[src/rtl/cache_window_stats.sv]
module cache_window_stats #(
  parameter int NB = 2,
  parameter int CW = 32
) (
  input  logic                  clk,
  input  logic                  rst_n,
  input  logic [NB-1:0]         ev_valid,
  input  logic [3*NB-1:0]       ev_type,
  input  logic [3*NB-1:0]       ev_outcome,
  input  logic                  win_end,
  output logic                  rpt_valid,
  output logic [NB*9*CW-1:0]    rpt_bank,
  output logic [9*CW-1:0]       rpt_sum,
  output logic [NB*9*CW-1:0]    cum_bank,
  output logic [NB-1:0]         code_err
);
  localparam int NF = 9;
  localparam int RW = NF * CW;
  localparam logic [CW-1:0] MAXV = '1;
  localparam logic [CW-1:0] ONE  = 1;

  logic [NB*RW-1:0] win_all;

  for (genvar b = 0; b < NB; b++) begin : g_bank
    logic [2:0]    ty, oc;
    logic          legal, take;
    logic          is_rd, is_wr, o_hit, o_pend, o_miss, o_fail, o_acc;
    logic [NF-1:0] inc;
    logic [RW-1:0] win_q, cum_q, rpt_q;
    logic          err_q;

    assign ty     = ev_type[3*b +: 3];
    assign oc     = ev_outcome[3*b +: 3];
    assign legal  = (ty != 3'd7) && (oc <= 3'd4);
    assign take   = ev_valid[b] && legal;
    assign is_rd  = (ty == 3'd0) || (ty == 3'd2) || (ty == 3'd3);
    assign is_wr  = (ty == 3'd1);
    assign o_hit  = (oc == 3'd0);
    assign o_pend = (oc == 3'd1);
    assign o_miss = (oc == 3'd2) || (oc == 3'd4);
    assign o_fail = (oc == 3'd3);
    assign o_acc  = !o_fail;

    assign inc = take ? {is_wr & o_fail, is_wr & o_pend, is_wr & o_miss, is_wr & o_hit,
                         is_rd & o_fail, is_rd & o_pend, is_rd & o_miss, is_rd & o_hit,
                         o_acc} : '0;

    always_ff @(posedge clk) begin
      if (!rst_n) begin
        win_q <= '0;
        cum_q <= '0;
        rpt_q <= '0;
        err_q <= 1'b0;
      end else begin
        if (ev_valid[b] && !legal) err_q <= 1'b1;
        if (win_end) rpt_q <= win_q;
        for (int f = 0; f < NF; f++) begin
          if (win_end)
            win_q[f*CW +: CW] <= inc[f] ? ONE : '0;
          else if (inc[f] && win_q[f*CW +: CW] != MAXV)
            win_q[f*CW +: CW] <= win_q[f*CW +: CW] + ONE;
          if (inc[f] && cum_q[f*CW +: CW] != MAXV)
            cum_q[f*CW +: CW] <= cum_q[f*CW +: CW] + ONE;
        end
      end
    end

    assign win_all[b*RW +: RW]  = win_q;
    assign rpt_bank[b*RW +: RW] = rpt_q;
    assign cum_bank[b*RW +: RW] = cum_q;
    assign code_err[b]          = err_q;
  end

  logic [RW-1:0] sum_d;

  always_comb begin
    for (int f = 0; f < NF; f++) begin
      logic [CW:0] acc;
      acc = '0;
      for (int b = 0; b < NB; b++) begin
        acc = acc + {1'b0, win_all[b*RW + f*CW +: CW]};
        if (acc[CW]) acc = {1'b0, MAXV};
      end
      sum_d[f*CW +: CW] = acc[CW-1:0];
    end
  end

  always_ff @(posedge clk) begin
    if (!rst_n) begin
      rpt_valid <= 1'b0;
      rpt_sum   <= '0;
    end else begin
      rpt_valid <= win_end;
      if (win_end) rpt_sum <= sum_d;
    end
  end
endmodule


[config.mk]
export PLATFORM = sky130hd
export DESIGN_NAME = cache_window_stats
export DESIGN_NICKNAME = d
export VERILOG_FILES = /design/src/rtl/cache_window_stats.sv
export SDC_FILE = /design/constraint.sdc
export NUM_CORES = 2
export LEC_CHECK = 0
export BUFFER_PORTS_ARGS = -buffer_cell sky130_fd_sc_hd__buf_4
export CORE_AREA = 8 8 556 558
export CTS_CLUSTER_DIAMETER = 50
export DETAILED_ROUTE_END_ITERATION = 8
export DIE_AREA = 0 0 564 566
export SYNTH_ARGS = -nofsm -noshare
export SYNTH_HDL_FRONTEND = slang
export SYNTH_SLANG_ARGS = --single-unit
[constraint.sdc]
create_clock -name clk -period 4.3 [get_ports clk]
set_input_delay 0.43 -clock clk [delete_from_list [all_inputs] [get_ports clk]]
set_output_delay 0.43 -clock clk [all_outputs]
set_load 0.01 [all_outputs]
==> flow_metrics.py <==
metrics = {
    "yosys": {
        "ys_ff_latch": 2019,
        "post-synth-top-count-cell": "dfxtp_1",
        "synth-edff-count": 0,
        "synth_common_cells": "2019 x dfxtp_1, 794 x nor2_1, 713 x nand2_1, 648 x nor2b_1, 628 x xnor2_1",
        "postSynthAreaPerCell_um2": 8.98,
        "synthArstFlopShare": 0,
        "ys_seq_area_frac": 0.417,
        "netlist_top_cells_area": "dfxtp_1 42%, mux2i_1 6.3%, xnor2_1 5.7%",
        "synth_warnings": 0,
        "synth_ff_type": "dfxtp_1",
        "netlist-cell-type-count": 103,
        "syn-num-nets": 11100,
        "synth_top_area_frac": 0.417,
        "syn_inst": 10800,
        "syn-cell-area_mm2": 0.0969,
        "yosysTopAreaCell": "dfxtp_1",
    },
    "worst_setup_path": {
        "cp_slowest_cell": "a2111oi_0",
        "cp-end-kind": "flop",
        "cpMostUsedCell": "o21ai_0",
        "crit_chain": "ha_1, fa_1, a21oi_1, o211a_1, a2111oi_0, o21ai_0, nand3_1, a221oi_1, o21ai_0, nor2b_2, inv_1, a31oi_1",
        "cpPeakStageDelay_ns": 0.67,
        "worstPathArrival_ns": 4.71,
        "path_buf_inv": 1,
        "cp_max_fo": 15,
        "path_class": "flop to flop",
        "cp-start-kind": "flop",
        "crit_family": "compound AO/OA/AOI/OAI gates",
        "crit_required_ns": 5.10,
    },
    "floorplan": {
        "die_area_mm2": 0.319,
        "io_pins": 1460,
        "die-width_um": 564,
        "start_util": 0.322,
        "coreArea_mm2": 0.301,
        "die_y_um": 566,
        "num_rows": 202,
    },
    "sta": {
        "fmax_ghz": 0.256,
        "relSlewSlack": 0.302,
        "hold_violations": 0,
        "period_share": 0.909,
        "clock_skew_ns": 0.0596,
        "worst_slack_ns": 0.390,
        "finalSetupTns_ns": 0,
        "rsz0062_at_grt": "no",
        "fin_crit_ns": 3.91,
        "slew_violations": 0,
        "tightest_slew_ns": 1.05,
        "setup_viol": 0,
    },
    "global_routing": {
        "met2_usage": 0.345,
        "first_global_vias": 77700,
        "grt_max_degree": 222,
        "globalRouteTotalUtil": 0.223,
        "antenna_found_initial": 13,
        "overflow": 0,
        "gr-usage-met1": 0.297,
        "top_usage_layer": "met2",
        "grt_use_met3": 0.0637,
        "grt_pass1_wl_um": 545000,
    },
    "placed_design": {
        "io_buffers": 1459,
        "dp_slack_ns": 0.0956,
        "gp_congestion": 0.931,
        "dpl_cell_area_mm2": 0.112,
        "hpwl_um": 297000,
    },
    "pwr": {
        "p_per_area_mw_per_mm2": 369,
        "power_uw": 45300,
        "p_leak_uw": 0.0504,
        "ir_drop_v": 0.000281,
    },
    "routing": {
        "ant_nets": 0,
        "vias": 83600,
        "drcViolationCount": 0,
        "drt_wl_total_um": 378000,
        "first_pass_iters": 6,
        "drtIter0Drc": 6323,
        "avgViaCountPerCell": 5.08,
        "wire_per_inst_um": 23.0,
    },
    "clocking": {
        "cts_tree": "done",
        "numCtsBuffers": 289,
        "clock-sinks": 2019,
        "clockRootBuffer": "clkbuf_16",
        "htreeDepth": 5,
        "clock_path_buffers": 4,
        "clkTransAtPathRegs_ns": 0.06,
        "clkLatencyLatePin_ns": 0.90,
    },
    "finish": {
        "area_delta_synth_final_pct": 26.6,
        "num-nets-final": 12600,
        "finalInstanceArea_mm2": 0.123,
        "drive_gt1_frac": 0.176,
        "fillers": 30100,
    },
    "flow_run": {
        "maxCapViolations": 0,
    },
    "run_status": {
        "outcome": "complete, no violations",
    },
    "hold_path": {
        "min_path_type": "input pin to flop",
    },
}
==> through the flow <==
| step | hold WS [ns] | util | cells |
|---|---|---|---|
| 2_1_floorplan | 0.442 | - | 10800 |
| 3_3_place_gp | 0.429 | 0.374 | 15900 |
| 6_report | 0.159 | 0.408 | 16500 |
| 3_5_place_dp | 0.429 | 0.374 | 15900 |
| 4_1_cts | 0.0533 | 0.408 | 16500 |
| 5_1_grt | 0.0854 | 0.408 | 16500 |
==> cell usage in the layout, fill, tap and decap left out, drive strengths merged, types with 10 or more instances in the layout <==
cell type / n
nor2b: 648
or2: 26
nor2: 801
o211a: 11
buf: 1608
dfxtp: 2019
nand4: 268
o21a: 35
nor3: 131
o31ai: 18
o21ai: 602
and2: 511
a31oi: 183
nor3b: 10
clkbuf: 370
a2111oi: 14
nor4: 36
inv: 211
a21boi: 120
a211oi: 33
and3: 191
xor2: 531
and4: 138
a41oi: 18
xnor2: 628
o21bai: 42
a21o: 162
or4: 15
nand3: 458
clkinv: 71
nand2b: 42
bufinv: 31
clkinvlp: 18
mux2i: 611
nand2: 714
a21oi: 459
o211ai: 17
ha: 324
or3: 210
==> worst reg2reg max path: stages, from the launching register on <==
cell       delay [ns]
dfxtp_1          0.42
ha_1             0.24
fa_1             0.24
a21oi_1          0.10
o211a_1          0.28
a2111oi_0        0.67
o21ai_0          0.31
nand3_1          0.15
a221oi_1         0.13
o21ai_0          0.24
nor2b_2          0.44
inv_1            0.36
a31oi_1          0.25
==> where the power goes <==
part	internal [uW]	total (uW)	switching, uW
logic	519	1390	873
registers	18800	19000	114
clock network	15300	24900	9650
==> what timing repair did <==
item / 4_1_cts / 5_1_grt
hold buffers: 4 / 0
hold endpoints to repair: 19 / 0
resized for setup: 0 / 2
setup endpoints to repair: 0 / 19
setup buffers: 0 / 0
==> layer usage <==
metal / part of all wire / vias up
met2: 0.43 / 2460
met5: 0 / -
met1: 0.44 / 39900
met3: 0.083 / 493
met4: 0.040 / 0
li1: - / 40700
==> state kept, by name, summed over array words and instances (netlist names) <==
| signal | count |
|---|---|
| g_bank.cum_q | 576 |
| g_bank.rpt_q | 576 |
| g_bank.win_q | 576 |
| rpt_sum | 288 |
| g_bank.err_q | 2 |
| rpt_valid | 1 |
==> cell type report <==
class | count | area, um^2 | share of cell area
inverter | 174 | 653 | 0.00533
sequential | 2019 | 40400 | 0.330
multi-input combinational | 8143 | 54100 | 0.441
clock inverter | 157 | 2090 | 0.0170
timing repair buffer | 1612 | 12300 | 0.101
tap | 3978 | 4980 | 0.0406
antenna | 6 | 15.0 | 0.000122
clock buffer | 370 | 8010 | 0.0653
==> cells by family (layout without fill, tap and decap cells) <==
kind of cell    Yosys count  in the layout  share of synthesized area
fa+ha+maj               333            333                     0.0437
buf+inv                 625           2313                     0.0247
xor+xnor               1159           1159                      0.105
compound gates         1824           1824                      0.115
simple gates           4215           4215                      0.231
flops                  2019           2019                      0.417
mux                     612            612                     0.0632
other cells               0              6                          0
==> worst paths after layout <==
path / startpoint / end / slack (ns) / depth (start not counted)
worst min-delay path: ev_valid[1] / g_bank[1].err_q / 0.16 / 3
worst max register to register: g_bank[0].win_q[64] / rpt_sum[86] / 0.39 / 12
worst max-delay path: g_bank[0].win_q[64] / rpt_sum[86] / 0.39 / 12
worst min register to register: rpt_sum[130] / rpt_sum[130] / 0.44 / 2
Note: power is estimated with default switching activity, not from simulation.
